[src/rtl/pwr_pkg.sv]
package pwr_pkg;

  typedef enum logic [2:0] {
    MODE_RUN,
    MODE_TX_STBY,
    MODE_RX_STBY,
    MODE_ALL_STBY,
    MODE_PDN
  } dev_mode_e;

  typedef struct packed {
    logic tx_en;
    logic rx_en;
    logic tx_oe;
    logic sig_oe;
    logic sig_low;
  } out_ctl_t;

  localparam out_ctl_t OUT_RESET = '{tx_en: 1'b0, rx_en: 1'b0, tx_oe: 1'b0,
                                     sig_oe: 1'b1, sig_low: 1'b1};

endpackage

[src/rtl/pwr_sync.sv]
module pwr_sync #(
  parameter int unsigned WIDTH   = 1,
  parameter int unsigned STAGES  = 2,
  parameter logic [WIDTH-1:0] RST_VAL = '0
) (
  input  logic             clk_i,
  input  logic             rst_ni,
  input  logic [WIDTH-1:0] d_i,
  output logic [WIDTH-1:0] q_o
);

  logic [STAGES-1:0][WIDTH-1:0] stg_q;

  always_ff @(posedge clk_i or negedge rst_ni) begin
    if (!rst_ni) begin
      stg_q <= {STAGES{RST_VAL}};
    end else begin
      stg_q[0] <= d_i;
      for (int s = 1; s < STAGES; s++) stg_q[s] <= stg_q[s-1];
    end
  end

  assign q_o = stg_q[STAGES-1];

endmodule

[src/rtl/pwr_idle_timer.sv]
// Counts cycles without kick; expired_o is sticky until the next kick.
module pwr_idle_timer #(
  parameter int unsigned LIMIT = 16
) (
  input  logic clk_i,
  input  logic rst_ni,
  input  logic kick_i,
  output logic expired_o
);

  localparam int unsigned CW = $clog2(LIMIT + 1);
  localparam logic [CW-1:0] LAST = CW'(LIMIT - 1);

  logic [CW-1:0] cnt_q;
  logic          exp_q;

  always_ff @(posedge clk_i or negedge rst_ni) begin
    if (!rst_ni) begin
      cnt_q <= '0;
      exp_q <= 1'b0;
    end else if (kick_i) begin
      cnt_q <= '0;
      exp_q <= 1'b0;
    end else if (!exp_q) begin
      if (cnt_q == LAST) exp_q <= 1'b1;
      else               cnt_q <= cnt_q + 1'b1;
    end
  end

  assign expired_o = exp_q;

endmodule

[src/rtl/pwr_mode_dec.sv]
module pwr_mode_dec
  import pwr_pkg::*;
(
  input  logic      pdn_i,
  input  logic      tx_idle_i,
  input  logic      rx_idle_i,
  output dev_mode_e mode_o
);

  always_comb begin
    if (pdn_i)                        mode_o = MODE_PDN;
    else if (tx_idle_i && rx_idle_i)  mode_o = MODE_ALL_STBY;
    else if (tx_idle_i)               mode_o = MODE_TX_STBY;
    else if (rx_idle_i)               mode_o = MODE_RX_STBY;
    else                              mode_o = MODE_RUN;
  end

endmodule

[src/rtl/pwr_standby_ctrl.sv]
module pwr_standby_ctrl
  import pwr_pkg::*;
#(
  parameter int unsigned STBY_CYC     = 1228800,
  parameter int unsigned FRAME_CYC    = 512,
  parameter int unsigned HOLD_FRAMES  = 4,
  parameter int unsigned CLK_LOSS_CYC = 82,
  parameter int unsigned SYNC_STAGES  = 2
) (
  input  logic clk_i,
  input  logic rst_ni,
  input  logic pwr_on_i,
  input  logic tx_fsync_i,
  input  logic rx_fsync_i,
  input  logic tx_clk_tgl_i,
  output logic tx_en_o,
  output logic rx_en_o,
  output logic tx_oe_o,
  output logic sig_oe_o,
  output logic sig_low_o
);

  localparam int unsigned HOLD_CYC = FRAME_CYC * HOLD_FRAMES;
  localparam int unsigned NCH      = 2;
  localparam int unsigned NIN      = NCH + 2;

  logic [NIN-1:0] raw_in, sync_q;
  logic [NCH-1:0] fs_s, ch_idle;
  logic           pwr_on_s, tgl_s, tgl_d_q, clk_edge;
  logic           clk_lost, hold_done, pdn;
  dev_mode_e      mode;
  out_ctl_t       nxt, out_q;

  assign raw_in = {tx_clk_tgl_i, rx_fsync_i, tx_fsync_i, pwr_on_i};

  pwr_sync #(
    .WIDTH  (NIN),
    .STAGES (SYNC_STAGES),
    .RST_VAL('0)
  ) u_sync (
    .clk_i (clk_i),
    .rst_ni(rst_ni),
    .d_i   (raw_in),
    .q_o   (sync_q)
  );

  assign pwr_on_s = sync_q[0];
  assign fs_s     = sync_q[NCH:1];
  assign tgl_s    = sync_q[NIN-1];
  assign pdn      = !pwr_on_s;

  always_ff @(posedge clk_i or negedge rst_ni) begin
    if (!rst_ni) tgl_d_q <= 1'b0;
    else         tgl_d_q <= tgl_s;
  end

  assign clk_edge = tgl_s ^ tgl_d_q;

  // index 0: transmit, index 1: receive
  for (genvar ch = 0; ch < NCH; ch++) begin : g_chan
    pwr_idle_timer #(.LIMIT(STBY_CYC)) u_fs_idle (
      .clk_i    (clk_i),
      .rst_ni   (rst_ni),
      .kick_i   (fs_s[ch]),
      .expired_o(ch_idle[ch])
    );
  end

  pwr_idle_timer #(.LIMIT(CLK_LOSS_CYC)) u_clk_loss (
    .clk_i    (clk_i),
    .rst_ni   (rst_ni),
    .kick_i   (clk_edge),
    .expired_o(clk_lost)
  );

  // held in reset by power-down so the frame hold restarts on release
  pwr_idle_timer #(.LIMIT(HOLD_CYC)) u_out_hold (
    .clk_i    (clk_i),
    .rst_ni   (rst_ni),
    .kick_i   (pdn),
    .expired_o(hold_done)
  );

  pwr_mode_dec u_mode (
    .pdn_i    (pdn),
    .tx_idle_i(ch_idle[0]),
    .rx_idle_i(ch_idle[1]),
    .mode_o   (mode)
  );

  always_comb begin
    nxt = OUT_RESET;
    unique case (mode)
      MODE_RUN: begin
        nxt.tx_en   = 1'b1;
        nxt.rx_en   = 1'b1;
        nxt.sig_oe  = 1'b1;
        nxt.sig_low = 1'b0;
      end
      MODE_TX_STBY: begin
        nxt.rx_en   = 1'b1;
        nxt.sig_oe  = 1'b1;
        nxt.sig_low = 1'b0;
      end
      MODE_RX_STBY: begin
        nxt.tx_en   = 1'b1;
        nxt.sig_oe  = 1'b0;
        nxt.sig_low = 1'b0;
      end
      MODE_ALL_STBY, MODE_PDN: begin
        nxt.sig_oe  = 1'b1;
        nxt.sig_low = 1'b1;
      end
      default: nxt = OUT_RESET;
    endcase
    nxt.tx_oe = nxt.tx_en && hold_done && !clk_lost;
  end

  always_ff @(posedge clk_i or negedge rst_ni) begin
    if (!rst_ni) out_q <= OUT_RESET;
    else         out_q <= nxt;
  end

  assign tx_en_o   = out_q.tx_en;
  assign rx_en_o   = out_q.rx_en;
  assign tx_oe_o   = out_q.tx_oe;
  assign sig_oe_o  = out_q.sig_oe;
  assign sig_low_o = out_q.sig_low;

endmodule

[config.mk]
export PLATFORM = sky130hd
export DESIGN_NAME = pwr_standby_ctrl
export DESIGN_NICKNAME = d
export VERILOG_FILES = /design/src/rtl/pwr_pkg.sv /design/src/rtl/pwr_sync.sv /design/src/rtl/pwr_idle_timer.sv /design/src/rtl/pwr_mode_dec.sv /design/src/rtl/pwr_standby_ctrl.sv
export SDC_FILE = /design/constraint.sdc
export NUM_CORES = 1
export LEC_CHECK = 0
export BUFFER_PORTS_ARGS = -buffer_cell sky130_fd_sc_hd__clkbuf_2
export CELL_PAD_IN_SITES_DETAIL_PLACEMENT = 1
export CELL_PAD_IN_SITES_GLOBAL_PLACEMENT = 2
export CORE_ASPECT_RATIO = 2
export CORE_UTILIZATION = 35
export CTS_BUF_LIST = sky130_fd_sc_hd__clkbuf_2
export CTS_CLUSTER_SIZE = 14
export DETAILED_ROUTE_END_ITERATION = 16
export GPL_TIMING_DRIVEN = 0
export PLACE_DENSITY = 0.72
export SLEW_MARGIN = 20
export SYNTH_ARGS = -nofsm -noshare
export SYNTH_HDL_FRONTEND = slang
export SYNTH_SLANG_ARGS = --single-unit
[constraint.sdc]
create_clock -name clk_i -period 3 [get_ports clk_i]
set_input_delay 0 -clock clk_i [delete_from_list [all_inputs] [get_ports clk_i]]
set_output_delay 0 -clock clk_i [all_outputs]
set_load 0.01 [all_outputs]
==> results of run 1 <==
-- layout make-up --
| type | count | area, µm² |
|---|---|---|
| fill | 1238 | 6320 |
| sequential | 79 | 1980 |
| multi-input combinational | 271 | 1730 |
| tap | 137 | 171 |
| timing repair buffer | 16 | 123 |
| clock buffer | 11 | 55.1 |
| buffer | 10 | 38.8 |
| inverter | 8 | 30.0 |
| clock inverter | 5 | 25.0 |
-- flip-flops by register name, indices dropped and copies added, names as in the netlist, 2 cells and up --
name                        cells
g_chan.u_fs_idle.expired_o      2
u_out_hold.cnt_q               12
u_sync.q_o                      4
u_sync.stg_q                    4
g_chan.u_fs_idle.cnt_q         42
u_clk_loss.cnt_q                7
-- repair_timing --
action	in CTS	in global routing
buffers inserted	0	0
hold endpoints to repair	67	0
hold buffers	5	0
-- cells by family (layout without fill, tap and decap cells) --
group,after synthesis,in the layout,share of synthesized area
buf+inv,18,50,0.0182
compound gates,42,42,0.0728
mux,7,7,0.0222
simple gates,177,177,0.254
flops,79,79,0.524
xor+xnor,40,40,0.0927
fa+ha+maj,5,5,0.0166
-- where the power goes --
part           switching [µW]  leakage (µW)  total (µW)  internal [µW]
clock                     369     0.0000568         477            108
combinational            59.5      0.000625        96.1           36.5
sequential               23.3       0.00106        1110           1090
-- routing by layer --
layer  vias up  part of all wire
met5         -                 0
met2        31              0.57
met4         0             0.017
met3        10             0.016
li1       1352                 -
met1      1414              0.40
-- critical path, delay by kind of cell (launching register included) --
kind,cells,cell delay (ns)
AO/OA/AOI/OAI,1,0.40
buffers and inverters,1,0.31
multiplexers,1,0.22
flip-flops,1,0.49
AND/OR/NAND/NOR,3,0.92
-- metrics by stage --
| stage | area [µm²] | std cells | worst slack, ns |
|---|---|---|---|
| after global routing | 4150 | 537 | 0.290 |
| after detailed placement | 4020 | 516 | 0.517 |
| after CTS | 4150 | 537 | 0.447 |
| after global placement | 4000 | 515 | 0.535 |
| final | 4150 | 537 | 0.538 |
| after floorplan | 3780 | 368 | 0.808 |
-- synthesized netlist by cell type (all sizes together), types with 9 or more instances --
cell type and instances:
nor2 46, clkbuf 9, xor2 16, nor2b 9
nor4 9, a21oi 14, nand2 21, nand4 14
and2 13, nand3 22, dfrtp 77, xnor2 24
and3 10
-- worst max-delay path by stage --
stage,start,end,slack (ns),cells past startpoint
floorplan,g_chan[1].u_fs_idle.cnt_q[16]$_DFFE_PN0P_,g_chan[1].u_fs_idle.cnt_q[7]$_DFFE_PN0P_,0.81,5
global placement,g_chan[0].u_fs_idle.cnt_q[12]$_DFFE_PN0P_,g_chan[0].u_fs_idle.cnt_q[1]$_DFFE_PN0P_,0.53,6
detailed placement,g_chan[0].u_fs_idle.cnt_q[16]$_DFFE_PN0P_,g_chan[0].u_fs_idle.cnt_q[1]$_DFFE_PN0P_,0.52,6
CTS,g_chan[0].u_fs_idle.cnt_q[12]$_DFFE_PN0P_,g_chan[0].u_fs_idle.cnt_q[1]$_DFFE_PN0P_,0.45,6
global route,g_chan[0].u_fs_idle.cnt_q[12]$_DFFE_PN0P_,g_chan[0].u_fs_idle.cnt_q[1]$_DFFE_PN0P_,0.29,6
finish,g_chan[0].u_fs_idle.cnt_q[12]$_DFFE_PN0P_,g_chan[0].u_fs_idle.cnt_q[1]$_DFFE_PN0P_,0.54,6
==> impl_metrics.csv, run 1 <==
group,metric,value,unit
logic_synthesis,synth_edf_count,0,
die,coreArea,10500,µm²
timing,fmax,406,MHz
timing,period_needed,2.46,ns
logic_synthesis,syn_nets,379,
placed_design,hpwl,6160,µm
clock_network,path_clk_slew,0.22,ns
die,dieArea,11200,µm²
logic_synthesis,ys_seq_area_frac,0.524,
timing,slew-limit-headroom,0.411,
clock_network,clock_latency,0.52,ns
clock_network,postCtsResizedCells,0,
placed_design,port_buffers,10,
detailed_routing,drt-total-wl,8560,µm
final_layout,layout-drive-gt1-share,0.0925,
logic_synthesis,synth.cell_area,3780,µm²
die,fp-row-count,53,
setup_path,timing.rr.start,"g_chan[0].u_fs_idle.cnt_q[12]$_DFFE_PN0P_",
global_route,grtUsageMet1,0.196,
die,die_w,75.5,µm
final_layout,antenna_cells,0,
setup_path,cp_slowest_cell,"nor4_1",
detailed_routing,drc,0,
clock_network,cts_tree,"yes",
detailed_routing,drt_iter0_drc,109,
timing,hold_viol,0,
setup_path,cp-end-kind,"register",
setup_path,critical_path_required,3.41,ns
detailed_routing,dr.pass1.iters,4,
timing,fin_skew,0.0294,ns
final_layout,final_cell_mix,"dfrtp_1 (77), nor2_1 (46), xnor2_1 (24)",
global_route,grt_pass1_wl,15000,µm
logic_synthesis,synth_top_area_frac,0.510,
timing,tns,0,ns
flow_run,maxCapViolCount,0,
clock_network,cts_htree_levels,3,
setup_path,rr_endpoint,"g_chan[0].u_fs_idle.cnt_q[1]$_DFFE_PN0P_",
logic_synthesis,synth_ff_type,"dfrtp_1",
detailed_routing,dr_total_vias,2807,
outcome,status,"completed",
final_layout,nets,406,
setup_path,start_kind,"register",
setup_path,crit_arrival,2.87,ns
timing,min_period_over_period,0.821,
setup_path,r2r_slack,0.54,ns
final_layout,post-route-util,0.396,
clock_network,clockRootBuffer,"clkbuf_2",
power_and_ir_drop,leakage,0.00174,µW
clock_network,cts_sinks,79,
setup_path,crit_chain,"nand4_1, nor4_1, a21o_1, buf_2, mux2i_1, nor2_1",
die,dieHeight,149,µm
global_route,grt_use_total,0.176,
die,num_io_pins,11,
detailed_routing,viasPerCell,5.23,
placed_design,gp_congestion,0.730,
global_route,grt_max_degree,51,
power_and_ir_drop,finalPower,1690,µW
logic_synthesis,ys_top_cells_by_area,"dfrtp_1 (51%), xnor2_1 (5.6%), nor2_1 (4.6%), xor2_1 (3.7%), nand3_1 (2.9%)",
timing,finalSetupViolCount,0,
power_and_ir_drop,vdd.ir_drop.worst,0.250,mV
timing,hold_slack,0.0567,ns
final_layout,area_growth,9.90,%
detailed_routing,ant_nets,0,
global_route,overflow,0,
logic_synthesis,syn_inst,368,
timing,slew_violations,0,
detailed_routing,wl_per_cell,15.9,µm
logic_synthesis,ys_types,47,
setup_path,r2r_cells,6,
setup_path,crit_type,"register to register",
global_route,antenna_found_initial,0,
logic_synthesis,yosysWarnings,0,
clock_network,cts_buffers,9,
logic_synthesis,synth_top_area_cell,"dfrtp_1",
power_and_ir_drop,p_per_area,406,nW/µm²
setup_path,path_max_fanout,10,
timing,rsz0062_at_grt,"no",
global_route,grtUsageMet3,0.0264,
setup_path,slowest_delay,0.67,ns
worst_hold_path,min_path_type,"primary input to asynchronous set/reset pin",
final_layout,layout_commonest_cell,"dfrtp_1",
global_route,grt_pass1_vias,3044,
global_route,use_met2,0.321,
logic_synthesis,synthArstFlopShare,1.00,
logic_synthesis,post_synth.cell_area_avg,10.3,µm²
clock_network,cts_max_path_buffers,2,
die,initial_utilization,0.361,
global_route,busiest_layer,"met2",
timing,worst_pin_slew,0.876,ns
logic_synthesis,ys_ff_latch,79,
No activity file was read; power rests on OpenSTA's default activity.
==> run 2, diff against run 1 <==
Settings changed: PLACE_DENSITY 0.72 to 0.75.
Clock period 3 ns to 2 ns, I/O delays scaled along.
==> impl_metrics.csv, run 2 (synthesis results as in run 1) <==
group,metric,value,unit
outcome,status,"finished with violations",
outcome,violations,"setup timing",
final_layout,fillCellCount,1231,
placed_design,hpwl,6280,µm
global_route,antenna_found_initial,1,
detailed_routing,dr_total_vias,2963,
placed_design,dp.cells,516,
clock_network,clockRootBuffer,"clkbuf_2",
clock_network,cts_max_path_buffers,2,
die,initial_utilization,0.361,
global_route,grt_max_degree,50,
detailed_routing,drt_iter0_drc,109,
final_layout,area.sequential,1980,µm²
clock_network,cts_tree,"yes",
timing,period_needed,2.01,ns
timing,finalSetupViolCount,2,
setup_path,r2r_slack,-0.006,ns
power_and_ir_drop,leakage,0.00195,µW
power_and_ir_drop,finalPower,2600,µW
setup_path,critical_path_required,2.49,ns
clock_network,cts_sinks,79,
final_layout,multi_input_area,1880,µm²
detailed_routing,ant_nets,0,
clock_network,clock_latency,0.57,ns
setup_path,crit_type,"register to register",
setup_path,path_max_fanout,5,
clock_network,cts_htree_levels,3,
clock_network,cts_buffers,9,
setup_path,crit_arrival,2.50,ns
timing,slew_violations,0,
timing,worst_pin_slew,0.672,ns
detailed_routing,drt-total-wl,9270,µm
setup_path,start_kind,"register",
timing,fmax,498,MHz
final_layout,largest_reg_flops,42,
die,dieHeight,149,µm
flow_run,maxCapViolCount,0,
final_layout,layout-drive-gt1-share,0.209,
timing,min_period_over_period,1.00,
power_and_ir_drop,p_per_area,567,nW/µm²
final_layout,top_register,"g_chan.u_fs_idle.cnt_q",
timing,tns,-0.00776,ns
setup_path,cp-end-kind,"register",
global_route,grt_use_total,0.185,
detailed_routing,viasPerCell,5.22,
die,dieArea,11200,µm²
detailed_routing,wl_per_cell,16.3,µm
final_layout,final_cell_mix,"dfrtp_1 (75), nor2_1 (45), buf_4 (26)",
timing,fin_skew,0.0328,ns
detailed_routing,drc,0,
global_route,grt_pass1_wl,15600,µm
final_layout,top_regs,"g_chan.u_fs_idle.cnt_q x42, u_out_hold.cnt_q x12, u_clk_loss.cnt_q x7",
timing,slew-limit-headroom,0.552,
final_layout,area_growth,21.3,%
final_layout,nets,436,
global_route,overflow,0,
die,die_w,75.5,µm
global_route,grt_pass1_vias,3149,
worst_hold_path,min_path_type,"primary input to register",
timing,rsz0062_at_grt,"yes",
clock_network,path_clk_slew,0.23,ns
timing,setup_slack,-0.00649,ns
die,num_io_pins,11,
timing,hold_viol,0,
power_and_ir_drop,vdd.ir_drop.worst,0.395,mV
placed_design,port_buffers,10,
placed_design,gp_congestion,0.764,
die,fp-row-count,53,
die,coreArea,10500,µm²
final_layout,layout_commonest_cell,"dfrtp_1",
detailed_routing,dr.pass1.iters,3,
final_layout,stdcell_count,568,
## run 2: cell count changes in the layout (fill, tap and decap cells not counted), moves of 3 or more
cell,delta
buf_4,+26
nor4_1,-4
buf_6,+3
clkbuf_1,-3
## run 2: through the flow
stage | utilization | instance area, µm² | worst slack, ns | hold WS, ns
global route | 0.437 | 4580 | -0.0668 | 0.0176
detailed placement | 0.385 | 4030 | -0.472 | 0.00935
CTS | 0.420 | 4400 | -0.132 | 0.0247
finish | 0.437 | 4580 | -0.00649 | 0.0632
floorplan | - | 3780 | -0.00747 | -0.296
global placement | 0.382 | 4000 | -0.420 | 0.109
## run 2: worst max-delay path, stage by stage, from the launching register on
cell and delay [ns]:
dfrtp_1 0.44, or4b_4 0.56, nor4_4 0.16, buf_6 0.18, a211oi_4 0.08, and3_4 0.21
mux2_4 0.29
## run 2: layer usage
metal / share of wire / GRT usage / vias up
met5: 0 / 0 / -
met4: 0.028 / 0.0852 / 0
met3: 0.016 / 0.0324 / 15
met2: 0.58 / 0.337 / 28
met1: 0.38 / 0.198 / 1505
li1: - / - / 1415
## run 2: cell type report
cell class              instances  area share
inverters                       8     0.00655
plain buffers                   8     0.00983
well taps                     137      0.0374
repair buffers                 47      0.0849
clock inverters                 7     0.00819
diodes                          1    0.000546
multi-input cells             272       0.410
clock buffers                   9     0.00983
flip-flops and latches         79       0.432
## run 2: worst paths after layout
kind,cells after the start,endpoint,from
worst min register to register,0,u_sync.q_o[0]$_DFF_PN0_,u_sync.stg_q[0]$_DFF_PN0_
min in group asynchronous,4,g_chan[1].u_fs_idle.cnt_q[17]$_DFFE_PN0P_,rst_ni
worst max register to register,6,g_chan[1].u_fs_idle.cnt_q[9]$_DFFE_PN0P_,g_chan[1].u_fs_idle.cnt_q[19]$_DFFE_PN0P_
max in group asynchronous,4,sig_oe_o$_DFF_PN1_,rst_ni
worst min-delay path,2,u_sync.stg_q[3]$_DFF_PN0_,tx_clk_tgl_i
worst max-delay path,6,g_chan[1].u_fs_idle.cnt_q[9]$_DFFE_PN0P_,g_chan[1].u_fs_idle.cnt_q[19]$_DFFE_PN0P_
## run 2: where the power goes
| part | switching [µW] | total, µW | internal, µW |
|---|---|---|---|
| Sequential | 34.4 | 1670 | 1640 |
| Clock | 595 | 746 | 151 |
| Combinational | 100 | 180 | 79.3 |
| Total | 730 | 2600 | 1870 |
## run 2: repair_timing
item / in CTS / in global routing
pin swaps: 11 / 12
cloned: 0 / 1
resized for setup: 21 / 17
endpoints found under the hold margin: 81 / 0
setup endpoints to repair: 34 / 35
buffers inserted: 15 / 14
hold buffers: 7 / 0
==> run 3, diff against run 2 <==
Settings changed: MAX_ROUTING_LAYER set to met4.
==> impl_metrics.csv, run 3 (synthesis results as in run 1) <==
group,metric,value,unit
clock_network,clockRootBuffer,"clkbuf_2",
detailed_routing,dr_total_vias,2990,
timing,rsz0062_at_grt,"yes",
setup_path,cp_slowest_cell,"or4b_4",
detailed_routing,drc,0,
clock_network,clock_latency,0.56,ns
setup_path,timing.rr.start,"g_chan[1].u_fs_idle.cnt_q[19]$_DFFE_PN0P_",
outcome,status,"finished with violations",
global_route,grt_use_total,0.190,
timing,tns,-0.00374,ns
power_and_ir_drop,p_seq_frac,0.646,
power_and_ir_drop,p_clk_frac,0.284,
timing,min_period_over_period,1.00,
setup_path,cp-end-kind,"register",
setup_path,slowest_delay,0.56,ns
power_and_ir_drop,p_switching,720,µW
timing,slew-limit-headroom,0.550,
setup_path,crit_type,"register to register",
placed_design,gp_congestion,0.774,
power_and_ir_drop,swShare,0.278,
setup_path,crit_chain,"or4b_4, nor4_4, buf_6, a211oi_4, and3_4, mux2_4",
die,dieHeight,149,µm
timing,period_needed,2.00,ns
power_and_ir_drop,leakage,0.00197,µW
placed_design,hpwl,6280,µm
die,die_w,75.5,µm
power_and_ir_drop,internal_power,1870,µW
timing,fmax,499,MHz
global_route,overflow,0,
final_layout,largest_reg_flops,42,
die,fp-row-count,53,
timing,fin_skew,0.0296,ns
final_layout,fillCellCount,1226,
final_layout,area_growth,22.0,%
die,coreArea,10500,µm²
timing,slew_violations,0,
global_route,grt_pass1_vias,3169,
setup_path,crit_arrival,2.48,ns
final_layout,nets,436,
final_layout,top_register,"g_chan.u_fs_idle.cnt_q",
die,initial_utilization,0.361,
clock_network,cts_tree,"yes",
setup_path,r2r_slack,-0.004,ns
final_layout,layout-drive-gt1-share,0.207,
setup_path,path_max_fanout,5,
power_and_ir_drop,vdd.ir_drop.worst,0.392,mV
clock_network,cts_sinks,79,
final_layout,final_cell_mix,"dfrtp_1 (75), nor2_1 (45), buf_4 (26)",
detailed_routing,drt_iter0_drc,119,
timing,finalSetupViolCount,1,
timing,hold_viol,0,
setup_path,critical_path_required,2.48,ns
global_route,antenna_found_initial,1,
setup_path,startpoint,"g_chan[1].u_fs_idle.cnt_q[19]$_DFFE_PN0P_",
placed_design,dpl_cell_area,4030,µm²
clock_network,cts_htree_levels,3,
final_layout,top_regs,"g_chan.u_fs_idle.cnt_q x42, u_out_hold.cnt_q x12, u_clk_loss.cnt_q x7",
setup_path,rr_endpoint,"g_chan[1].u_fs_idle.cnt_q[9]$_DFFE_PN0P_",
flow_run,maxCapViolCount,0,
power_and_ir_drop,p_per_area,561,nW/µm²
die,num_io_pins,11,
worst_hold_path,min_path_type,"primary input to register",
global_route,grt_pass1_wl,15500,µm
die,dieArea,11200,µm²
detailed_routing,dr.pass1.iters,4,
detailed_routing,drt-total-wl,9270,µm
final_layout,design_area,4610,µm²
setup_path,start_kind,"register",
placed_design,port_buffers,10,
setup_path,worstSetupEndpoint,"g_chan[1].u_fs_idle.cnt_q[9]$_DFFE_PN0P_",
clock_network,cts_max_path_buffers,2,
clock_network,cts_buffers,9,
timing,setup_slack,-0.00374,ns
outcome,violations,"setup timing",
detailed_routing,ant_nets,0,
global_route,grt_max_degree,50,
clock_network,path_clk_slew,0.22,ns
power_and_ir_drop,combPwrFrac,0.070,
final_layout,layout_commonest_cell,"dfrtp_1",
detailed_routing,viasPerCell,5.26,
timing,worst_pin_slew,0.675,ns
detailed_routing,wl_per_cell,16.3,µm
setup_path,r2r_cells,6,
## run 3: timing repair
item,4_1_cts,5_1_grt
setup endpoints to repair,34,35
pin swaps,11,9
resized for setup,21,17
setup buffers,15,13
hold buffers,7,0
endpoints found under the hold margin,81,0
gates cloned,0,2
## run 3: area by class of cell
cell class	count	area, µm²	share of cell area
Clock inverter	7	37.5	0.00814
Buffer	8	45.0	0.00977
Clock buffer	9	45.0	0.00977
Timing Repair Buffer	47	403	0.0874
Multi-Input combinational cell	272	1890	0.411
Inverter	8	30.0	0.00651
Antenna cell	1	2.50	0.000543
Sequential cell	79	1980	0.430
Tap cell	137	171	0.0372
## run 3: critical path, delay by kind of cell (launching register included)
family                 cells  cell delay [ns]
DFF                        1             0.44
buffers and inverters      1             0.18
muxes                      1             0.29
and+or+nand+nor            3             0.93
AOI/OAI and AO/OA          1             0.08
## run 3: per-stage QoR
stage               hold slack, ns  utilization  setup WS [ns]  total power, µW  cells
floorplan                   -0.296            -       -0.00747             1760    368
global route                0.0169        0.440        -0.0676             2710    568
detailed placement         0.00935        0.385         -0.472             1850    516
finish                      0.0680        0.440       -0.00374             2590    568
CTS                         0.0247        0.420         -0.132             2610    554
global placement             0.109        0.382         -0.420             1830    515
## run 3: worst min-delay path by stage
| stage | startpoint | end | slack [ns] | depth (start not counted) |
|---|---|---|---|---|
| after global placement | tx_clk_tgl_i | u_sync.stg_q[3]$_DFF_PN0_ | 0.11 | 1 |
| after CTS | tx_clk_tgl_i | u_sync.stg_q[3]$_DFF_PN0_ | 0.02 | 2 |
| after detailed placement | rst_ni | g_chan[1].u_fs_idle.cnt_q[18]$_DFFE_PN0P_ | 0.009 | 1 |
| after global routing | tx_clk_tgl_i | u_sync.stg_q[3]$_DFF_PN0_ | 0.02 | 2 |
| final | tx_clk_tgl_i | u_sync.stg_q[3]$_DFF_PN0_ | 0.07 | 2 |
| after floorplan | rst_ni | g_chan[0].u_fs_idle.cnt_q[0]$_DFFE_PN0P_ | -0.30 | 0 |
## run 3: power groups by stage
stage / Sequential [µW] / Combinational, µW / Clock [µW]
after floorplan: 1690 / 71.4 / 0
after global placement: 1700 / 131 / 0
after detailed placement: 1700 / 145 / 0
after CTS: 1670 / 165 / 776
after global routing: 1680 / 208 / 825
final: 1670 / 181 / 735
## run 3: per-layer routing
| layer | wire length, µm | part of all wire | up-vias | track usage |
|---|---|---|---|---|
| met2 | 5370 | 0.58 | 33 | 0.336 |
| met4 | 267 | 0.029 | 0 | 0.0852 |
| met1 | 3470 | 0.37 | 1520 | 0.197 |
| met3 | 168 | 0.018 | 19 | 0.0324 |
| met5 | 0 | 0 | - | - |
| li1 | - | - | 1418 | - |
